`src/rtl/pcnt_pkg.sv`:
```
package pcnt_pkg;

    typedef enum logic [1:0] {
        OP_CLEAR = 2'd0,
        OP_LOAD  = 2'd1,
        OP_STEP  = 2'd2,
        OP_KEEP  = 2'd3
    } op_e;

    // Fixed precedence: clear, then load, then step, then keep.
    function automatic op_e pick_op(input logic clr_req,
                                    input logic ld_n,
                                    input logic step_ok);
        if (clr_req)
            return OP_CLEAR;
        else if (!ld_n)
            return OP_LOAD;
        else if (step_ok)
            return OP_STEP;
        else
            return OP_KEEP;
    endfunction

endpackage

```
`src/rtl/pcnt_mode_dec.sv`:
```
module pcnt_mode_dec
    import pcnt_pkg::*;
(
    input  logic clr_n,
    input  logic load_n,
    input  logic en_par,
    input  logic en_trk,
    output op_e  op
);
    logic step_ok;

    // The enable term includes the load strobe, so a load always masks counting.
    assign step_ok = en_par & en_trk & load_n;

    // While the clear is low, decoding a clear is harmless in asynchronous mode,
    // because the flops are already held at zero.
    always_comb op = pick_op(!clr_n, load_n, step_ok);

endmodule

```
`src/rtl/pcnt_next.sv`:
```
module pcnt_next
    import pcnt_pkg::*;
#(
    parameter int WIDTH = 4
)(
    input  op_e              op,
    input  logic [WIDTH-1:0] cur,
    input  logic [WIDTH-1:0] din,
    output logic [WIDTH-1:0] nxt
);
    localparam logic [WIDTH-1:0] ONE = WIDTH'(1);

    always_comb begin
        unique case (op)
            OP_CLEAR: nxt = '0;
            OP_LOAD:  nxt = din;
            OP_STEP:  nxt = cur + ONE;   // natural wrap from all ones to zero
            default:  nxt = cur;
        endcase
    end

endmodule

```
`src/rtl/pcnt_tc.sv`:
```
module pcnt_tc #(
    parameter int WIDTH = 4
)(
    input  logic [WIDTH-1:0] cur,
    input  logic             en_trk,
    output logic             tc
);
    localparam logic [WIDTH-1:0] TOP = {WIDTH{1'b1}};

    assign tc = en_trk & (cur == TOP);

endmodule

```
`src/rtl/presettable_counter.sv`:
```
module presettable_counter
    import pcnt_pkg::*;
#(
    parameter int WIDTH       = 4,
    parameter bit ASYNC_RESET = 1'b1
)(
    input  logic             clk,
    input  logic             clr_n,
    input  logic             load_n,
    input  logic [WIDTH-1:0] din,
    input  logic             en_par,
    input  logic             en_trk,
    output logic [WIDTH-1:0] q,
    output logic             tc
);
    op_e              op;
    logic [WIDTH-1:0] cnt_r;
    logic [WIDTH-1:0] cnt_nxt;

    pcnt_mode_dec u_dec (
        .clr_n  (clr_n),
        .load_n (load_n),
        .en_par (en_par),
        .en_trk (en_trk),
        .op     (op)
    );

    pcnt_next #(.WIDTH(WIDTH)) u_next (
        .op  (op),
        .cur (cnt_r),
        .din (din),
        .nxt (cnt_nxt)
    );

    pcnt_tc #(.WIDTH(WIDTH)) u_tc (
        .cur    (cnt_r),
        .en_trk (en_trk),
        .tc     (tc)
    );

    generate
        if (ASYNC_RESET) begin : g_async_clr
            always_ff @(posedge clk or negedge clr_n) begin
                if (!clr_n)
                    cnt_r <= '0;
                else
                    cnt_r <= cnt_nxt;
            end
        end else begin : g_sync_clr
            always_ff @(posedge clk) begin
                cnt_r <= cnt_nxt;
            end
        end
    endgenerate

    assign q = cnt_r;

endmodule

```
`config.mk`:
```
export PLATFORM = sky130hd
export DESIGN_NAME = presettable_counter
export DESIGN_NICKNAME = d
export VERILOG_FILES = /design/src/rtl/pcnt_pkg.sv /design/src/rtl/pcnt_mode_dec.sv /design/src/rtl/pcnt_next.sv /design/src/rtl/pcnt_tc.sv /design/src/rtl/presettable_counter.sv
export SDC_FILE = /design/constraint.sdc
export NUM_CORES = 1
export LEC_CHECK = 0
export BUFFER_PORTS_ARGS = -buffer_cell sky130_fd_sc_hd__buf_4
export CORE_AREA = 2 2 39 41
export CTS_CLUSTER_DIAMETER = 150
export DETAILED_ROUTE_END_ITERATION = 10
export DIE_AREA = 0 0 41 43
export PLACE_DENSITY_LB_ADDON = 0.2
export SYNTH_ARGS = -nofsm -noshare
export SYNTH_HDL_FRONTEND = slang
export SYNTH_SLANG_ARGS = --single-unit
```
`constraint.sdc`:
```
create_clock -name clk -period 3.8 [get_ports clk]
set_clock_uncertainty 0.2 [all_clocks]
set_input_delay 0.19 -clock clk [delete_from_list [all_inputs] [get_ports clk]]
set_output_delay 0.19 -clock clk [all_outputs]
set_load 0.005 [all_outputs]
```
==> qor.txt, run 1 <==
Layout cells sized above 1: 42.86%
Post-DRT Antenna Nets: 0
Yosys cell types: 15
Number of global-route vias before repair: 232
Synthesized instance count: 24
Setup-failing EPs final: 0
Clk pwr share: 41.6%
Core ar.: 1384 um^2
Switching Power: 29.87 uW
Unrepaired setup endpoints after global routing: no
Clock transition at path regs: 30 ps
Flop pwr share: 39.3%
Yosys Warn Count: 0
DRC violations left: 0
Antenna Cells: 0
Max FFs per register: 4
Overall Global Routing Usage: 8.853%
Routed vias/inst: 4.310
Initial Utilization: 16.27%
Port Buffers: 13
Setup_tns: 0 ps
First-pass GRT wire length: 952 um
Crit-path max FO: 4
Routed via count: 250
Critical Path RT: 3410 ps
Critical path arrival: 1150 ps
WHS: 35.29 ps
Sw frac: 23.84%
Peak VDD IR: 0.0001171 V
Die width: 41 um
Die Y: 43 um
Largest cells by area after synthesis: dfrtp_1 44%, xor2_1 7.8%, nand3_1 6.7%
Clock Sinks: 4
Die ar.: 1763 um^2
Largest net degree at the start of global routing: 9
Latest clock arrival within the worst-skew pair: 230 ps
Min Tclk post-route: 1544 ps
Max-slew violation count: 0
Total CTS buffers: 3
Int Pwr: 95.42 uW
#FFs+latches synth: 4
Area growth syn-to-layout: 71.11%
Fmax: 0.6477 GHz
Critical path type: flop to output port
Drt wl/cell: 9.966 um
Layout Nets: 54
Netlist Area Pre-Place: 225.2 um^2
Syn_nets: 34
R2R setup slack: 2480 ps
Crit end category: output port
IO Count: 14
DRT Pass-1 Iters: 2
Final core utilization: 27.85%
Share of the synthesized area in the top cell type: 44.44%
Root buf cell: clkbuf_4
Combinational power share: 19.1%
Placer congestion estimate: 0.7229
Fin. Hold Viols: 0
Post-synthesis area per instance: 9.384 um^2
Floorplan row count: 14
Startpoint types: flop
Drt total wl: 578 um
Max-slew headroom: 85.91%
Max-cap violations: 0
Register area share after synthesis: 44.44%
Final period util: 40.63%
H-tree depth: 1
DR iter-0 viols: 5
Min-delay worst type: input port to flop
Lkg Pwr: 0.0001823 uW
Fillers: 154
Area leader, netlist: dfrtp_1
Congestion Overflow GR: 0
CTS max path bufs: 2
Worst Tran Pin Value: 209.9 ps
Initial antenna violation count: 0
Power per cell area: 325.1 nW/um^2
Status: completed
CTS tree: built
area by class of cell:
| type | count | area (um^2) | share of cell area, % |
|---|---|---|---|
| well taps | 16 | 20.02 | 5.195 |
| clock buffers | 3 | 22.52 | 5.844 |
| multi-input cells | 19 | 121.4 | 31.49 |
| flip-flops and latches | 4 | 100.1 | 25.97 |
| repair buffers | 15 | 117.6 | 30.52 |
| inverters | 1 | 3.754 | 0.9740 |
stage by stage:
step                power (uW)  cell area, um^2  setup WS [ps]  cells
global route             136.6            385.4           2194     58
floorplan                56.65            225.2           2541     24
CTS                      129.3            385.4           2239     58
detailed placement       72.23            342.8           2494     53
finish                   125.3            385.4           2256     58
global placement         71.97            342.8           2504     53
timing repair:
item	CTS	global route
endpoints found under the hold margin	7	0
gates resized for setup	0	0
buffers inserted	0	0
hold buffers	2	0
cell families after synthesis:
logic type / after synthesis / share of synthesized area [%]
buffers and inverters: 1 / 1.665
AO/OA/AOI/OAI: 7 / 18.89
flip-flops: 4 / 44.45
XOR/XNOR: 2 / 7.779
adder cells (fa/ha/maj): 1 / 5.555
AND/OR/NAND/NOR: 9 / 21.67
power by group through the flow:
| stage | Combinational, uW | Clock, uW | Sequential [uW] |
|---|---|---|---|
| 6_report | 23.9 | 52.1 | 49.3 |
| 5_1_grt | 27.2 | 59.7 | 49.7 |
| 4_1_cts | 24.3 | 55.8 | 49.3 |
| 3_5_place_dp | 22.4 | 0 | 49.8 |
| 3_3_place_gp | 22.3 | 0 | 49.7 |
| 2_1_floorplan | 7.02 | 0 | 49.6 |
Yosys cell counts:
cell type / n
xor2_1: 2
or3_1: 1
a211oi_1: 1
a31oi_1: 1
inv_1: 1
nand2_1: 1
a21oi_1: 1
nand2_2: 1
a311oi_1: 1
nand3_1: 3
nor2_1: 2
ha_1: 1
dfrtp_1: 4
o21ai_0: 3
and4_2: 1
worst max-delay path, cell delays in order, from the launching register on:
cell and delay, ps:
dfrtp_1 400, ha_1 220, and4_2 170, buf_4 130
layer usage:
| layer | global-route usage, % | share of wire (%) |
|---|---|---|
| met5 | 0 | 0 |
| met2 | 9.688 | 48 |
| met1 | 11.65 | 41 |
| met4 | 10.00 | 1.7 |
| met3 | 3.141 | 9.3 |
worst paths after layout:
| path | depth (start not counted) | from | end |
|---|---|---|---|
| setup reg to reg | 3 | q[0] | q[1] |
| setup / recovery | 3 | q[0] | tc |
| hold / removal | 3 | din[1] | q[1] |
| min in group asynchronous | 2 | clr_n | q[3] |
| max in group asynchronous | 2 | clr_n | q[1] |
| hold reg to reg | 2 | q[3] | q[3] |
cell usage in the layout, fill, tap and decap left out, drive strengths merged:
master / Yosys / layout
a211oi: 1 / 1
a21oi: 1 / 1
a311oi: 1 / 1
a31oi: 1 / 1
and4: 1 / 1
buf: 0 / 13
clkbuf: 0 / 3
dfrtp: 4 / 4
dlygate4sd3: 0 / 2
ha: 1 / 1
inv: 1 / 1
nand2: 2 / 2
nand3: 3 / 3
nor2: 2 / 2
o21ai: 3 / 3
or3: 1 / 1
xor2: 2 / 2
Power figures use the tool's default switching activity.
==> run 2, diff against run 1 <==
==> constraint.sdc (replaced) <==
create_clock -name clk -period 1.3 [get_ports clk]
set_clock_uncertainty 0.2 [all_clocks]
set_input_delay 0.065 -clock clk [delete_from_list [all_inputs] [get_ports clk]]
set_output_delay 0.065 -clock clk [all_outputs]
set_load 0.005 [all_outputs]
==> run 2 against run 1 <==
Effect of this change: sequential share of layout area shrank 7.5 points; final cell count is 21% higher; clock-buffer cell count is the same; largest power group unchanged; worst hold slack got worse by 4.6 ps; the run now ends with setup timing left; cell area up 41%; via count is 19% higher; routed wire length up 42%; global-route usage is 2.0 points higher; clock power increased to 3.0 times the previous value; die area did not move; setup slack got worse by 2300 ps; utilization grew 11 points.
==> qor.txt, run 2 (synthesized netlist as in run 1, its figures left out) <==
Post-DRT Antenna Nets: 0
Largest net degree at the start of global routing: 9
Met3 WL: 69 um
Critical Path RT: 1260 ps
Floorplan row count: 14
Max FFs per register: 4
First-pass GRT wire length: 1200 um
Peak VDD IR: 0.0006727 V
Die ar.: 1763 um^2
WHS: 30.74 ps
Max-slew headroom: 77.00%
Setup WS pre-CTS: -24.48 ps
Initial Utilization: 16.27%
Crit end category: flop
Critical path type: flop to flop
Max-slew violation count: 0
Setup_tns: -148.9 ps
Congestion Overflow GR: 0
Routed vias/inst: 4.243
H-tree depth: 1
DRT Pass-1 Iters: 4
Root buf cell: clkbuf_4
Crit-path max FO: 2
Tot Pwr: 424.1 uW
DR iter-0 viols: 4
IO Count: 14
Most common cell after layout, fill and taps aside: buf_4
Failing checks: setup timing
Clock Sinks: 4
Area growth syn-to-layout: 141.1%
Overall Global Routing Usage: 10.90%
Antenna Cells: 0
Latest clock arrival within the worst-skew pair: 230 ps
Layout Nets: 66
Core ar.: 1384 um^2
Max-cap violations: 0
Lkg Pwr: 0.0002432 uW
Clock transition at path regs: 40 ps
Status: complete, but fails checks
Drt total wl: 823 um
Initial antenna violation count: 0
DP HPWL: 477.5 um
Met2 wire length: 419 um
Min Tclk post-route: 1388 ps
Top Metal Used: met3
Fillers: 140
Placer congestion estimate: 0.6918
CTS tree: built
CTS max path bufs: 2
Setup-failing EPs final: 3
Layout cells sized above 1: 51.85%
Most frequent cells in the layout: 14 x buf_4, 9 x dlygate4sd3_1, 4 x buf_6, 4 x dfrtp_1
Drt wl/cell: 11.76 um
PnR worst setup slack: -88.11 ps
Dpl cell area: 365.4 um^2
Startpoint types: flop
Number of global-route vias before repair: 278
Unrepaired setup endpoints after global routing: yes
Power per cell area: 781.0 nW/um^2
Fmax: 0.7204 GHz
Fin. Hold Viols: 0
Final period util: 106.8%
Die width: 41 um
Min-delay worst type: input port to flop
Port Buffers: 13
Routed via count: 297
Worst Tran Pin Value: 341.5 ps
Die Y: 43 um
Total CTS buffers: 3
Post-route cell area: 543.0 um^2
Met1 WL: 335 um
DRC violations left: 0
Critical path arrival: 1350 ps
-- run 2: path summary, 6_finish.rpt --
path | from | endpoint | slack (ps) | cells past startpoint
max in group asynchronous | clr_n | q[0] | 160 | 3
worst min register to register | q[3] | q[3] | 440 | 2
worst max register to register | q[1] | q[3] | -90 | 4
min in group asynchronous | clr_n | q[2] | 570 | 3
worst min-delay path | en_par | q[1] | 30 | 4
worst max-delay path | q[1] | q[3] | -90 | 4
-- run 2: metrics by stage --
| stage | std cells | utilization, % |
|---|---|---|
| after floorplan | 24 | - |
| after detailed placement | 56 | 26.40 |
| after global placement | 56 | 26.40 |
| final | 70 | 39.24 |
| after global routing | 70 | 39.24 |
| after CTS | 70 | 36.62 |
-- run 2: layout make-up --
cell class              instances  area (um^2)  share of cell area (%)
clock buffers                   3        22.52                   4.147
inverters                       1        3.754                  0.6912
multi-input cells              19        156.4                   28.80
flip-flops and latches          4        100.1                   18.43
well taps                      16        20.02                   3.687
repair buffers                 27        240.2                   44.24
-- run 2: per-layer routing --
layer,GRT usage (%),vias to the layer above
met5,0,-
met1,13.40,134
met2,14.37,14
met3,7.853,0
met4,4.000,0
li1,-,149
-- run 2: what timing repair did --
action                     in CTS  in global routing
setup endpoints to repair       2                  6
setup buffers                   2                  1
hold buffers                    9                  0
hold endpoints to repair        8                  0
pin swaps                       4                  4
resized for setup               4                  7
-- run 2: worst max-delay path, cell delays in order, from the launching register on --
cell,delay [ps]
dfrtp_1,380
buf_6,120
nand3_2,80
or3_4,390
a31oi_4,160
-- run 2: power breakdown --
part	internal [uW]	leakage [uW]	total [uW]	switching, uW
sequential	134	0.0000518	143	8.43
combinational	78.0	0.000178	126	47.9
clock	103	0.0000138	155	52.1
==> run 3, diff against run 2 <==
--- a/config.mk
+++ b/config.mk
@@ -5,11 +5,12 @@
 export SDC_FILE = /design/constraint.sdc
 export NUM_CORES = 1
 export LEC_CHECK = 0
-export BUFFER_PORTS_ARGS = -buffer_cell sky130_fd_sc_hd__buf_4
+export ABC_AREA = 1
 export CORE_AREA = 2 2 39 41
 export CTS_CLUSTER_DIAMETER = 150
 export DETAILED_ROUTE_END_ITERATION = 10
 export DIE_AREA = 0 0 41 43
+export DONT_BUFFER_PORTS = 1
 export PLACE_DENSITY_LB_ADDON = 0.2
 export SYNTH_ARGS = -nofsm -noshare
 export SYNTH_HDL_FRONTEND = slang
==> run 3 against run 2 <==
Effect of this change: the run ends with hold timing left; worst hold slack worse by 160 ps; synthesized area is 22% higher; sequential cell count stayed put; first-iteration DRC count stayed put; routed wire length is 10% lower; global-route usage stayed put; final cell count is 10% lower; synthesized cell count is 50% higher; critical path depth stayed put; via count is 6.7% lower; critical endpoint is now q[2]; highest routed layer unchanged.
==> qor.txt, run 3 <==
Status: complete, but fails checks
Failing checks: hold timing
CTS tree: built
IO Count: 14
Area growth syn-to-layout: 46.36%
Final core utilization: 29.11%
Power per cell area: 879.8 nW/um^2
Crit-path max FO: 2
DRT Pass-1 Iters: 3
Layout cells sized above 1: 29.79%
Lkg Pwr: 0.0001822 uW
Initial antenna violation count: 0
Routed vias/inst: 4.397
Clk pwr share: 41.7%
Antenna Cells: 0
H-tree depth: 1
Die Y: 43 um
CTS max path bufs: 2
Startpoint types: flop
DP HPWL: 536.4 um
Fmax: 0.7991 GHz
Post-synthesis area per instance: 7.646 um^2
Setup_tns: 0 ps
WHS: -134.1 ps
Placer congestion estimate: 0.6237
Critical Path RT: 1210 ps
Clock Sinks: 4
Core ar.: 1384 um^2
Int Pwr: 268.7 uW
Register area share after synthesis: 36.36%
Min-delay worst type: input port to flop
Most frequent cells in the layout: 10 x nand2_1, 8 x nand3_1, 6 x dlygate4sd3_1
Met3 WL: 37 um
Post-DRT Antenna Nets: 0
Final period util: 96.26%
Commonest cells post-synth: 11 x nand2_1, 8 x nand3_1, 4 x dfrtp_1, 4 x inv_1, 2 x nand3_2
Die width: 41 um
DRC violations left: 0
CTS Hold Bufs: 6
Share of the synthesized area in the top cell type: 36.36%
Drt total wl: 738 um
Yosys cell types: 12
Dominant synthesized flop cell: dfrtp_1
Number of synthesized flops with an enable pin: 0
Area leader, netlist: dfrtp_1
Max-cap violations: 0
Max-slew violation count: 0
R2R Path Start: q[1]
Routed via count: 277
Met1 WL: 316 um
Fin. Hold Viols: 4
#FFs+latches synth: 4
Met2 wire length: 385 um
Number of global-route vias before repair: 288
PnR worst setup slack: 48.62 ps
Largest cells by area after synthesis: dfrtp_1 36%, nand2_1 15%, nand3_1 15%
Total CTS buffers: 3
Yosys Warn Count: 0
Post CTS Setup Buffer Count: 0
Fraction of registers with async set or reset after synthesis: 100.0%
Max-slew headroom: 85.56%
Clock transition at path regs: 40 ps
Port Buffers: 0
Drt wl/cell: 11.71 um
Setup WS pre-CTS: 54.86 ps
DR iter-0 viols: 4
Flop pwr share: 40.3%
Most common cell after layout, fill and taps aside: nand2_1
Min Tclk post-route: 1251 ps
Worst setup startpoint: q[1]
Unrepaired setup endpoints after global routing: no
Worst Tran Pin Value: 215.8 ps
Netlist Area Pre-Place: 275.3 um^2
Switching Power: 85.78 uW
R2R setup slack: 50 ps
Hold_sp: load_n
Sw frac: 24.20%
Root buf cell: clkbuf_4
Top Metal Used: met3
Synthesized instance count: 36
Latest clock arrival within the worst-skew pair: 230 ps
Max FFs per register: 4
Largest net degree at the start of global routing: 7
Congestion Overflow GR: 0
Combinational power share: 18.0%
Crit end category: flop
Syn_nets: 46
Initial Utilization: 19.89%
Floorplan row count: 14
Critical path arrival: 1160 ps
Layout Nets: 59
Fillers: 154
Overall Global Routing Usage: 10.90%
Die ar.: 1763 um^2
First-pass GRT wire length: 1221 um
Critical path type: flop to flop
Setup-failing EPs final: 0
Cell with the most instances after synthesis: nand2_1
Peak VDD IR: 0.0003933 V
==> run 3: what timing repair did <==
item                                    in CTS  in global routing
resized for setup                            0                  2
endpoints found under the setup margin       0                  1
endpoints found under the hold margin        8                  4
==> run 3: worst paths after layout <==
check                      cells past startpoint    to
hold reg to reg                                2  q[3]
hold / removal                                 2  q[0]
max in group asynchronous                      2  q[0]
min in group asynchronous                      2  q[2]
setup / recovery                               4  q[2]
setup reg to reg                               4  q[2]
==> run 3: critical path, cell delays in order, from the launching register on <==
cell     delay [ps]
dfrtp_1         370
ha_2            190
or2_4           240
nand3_2          60
nand3_2          70
==> run 3: cells by family (layout without fill, tap and decap cells) <==
group / after synthesis / count (layout) / share of synthesized area (%)
AO/OA/AOI/OAI: 1 / 1 / 4.545
adder cells (fa/ha/maj): 1 / 1 / 4.545
AND/OR/NAND/NOR: 26 / 26 / 49.09
flip-flops: 4 / 4 / 36.37
buffers and inverters: 4 / 15 / 5.453
==> run 3: routing by layer <==
layer	vias to the layer above	track usage [%]
met4	0	6.000
met1	127	11.76
met2	7	16.25
met3	0	5.759
met5	-	0
li1	143	-
==> run 3: area by class of cell <==
class | count | area [um^2] | area share, %
well taps | 16 | 20.02 | 4.969
repair buffers | 8 | 75.07 | 18.63
flip-flops and latches | 4 | 100.1 | 24.84
multi-input cells | 28 | 170.2 | 42.24
clock buffers | 3 | 22.52 | 5.590
inverters | 4 | 15.01 | 3.727
==> run 3: per-stage QoR <==
stage	power (uW)	hold slack [ps]	instances	area [um^2]
CTS	363.0	-139.5	63	397.9
floorplan	176.3	-430.6	36	280.3
detailed placement	192.4	-430.4	54	315.3
finish	354.5	-134.1	63	402.9
global placement	192.2	-430.4	54	315.3
global route	381.9	-108.1	63	402.9
==> run 3: power by group through the flow <==
stage	Clock, uW	Sequential (uW)	Combinational [uW]
finish	148	143	63.8
detailed placement	0	144	48.0
global route	165	145	72.2
CTS	156	143	64.1
global placement	0	145	47.5
floorplan	0	146	30.7
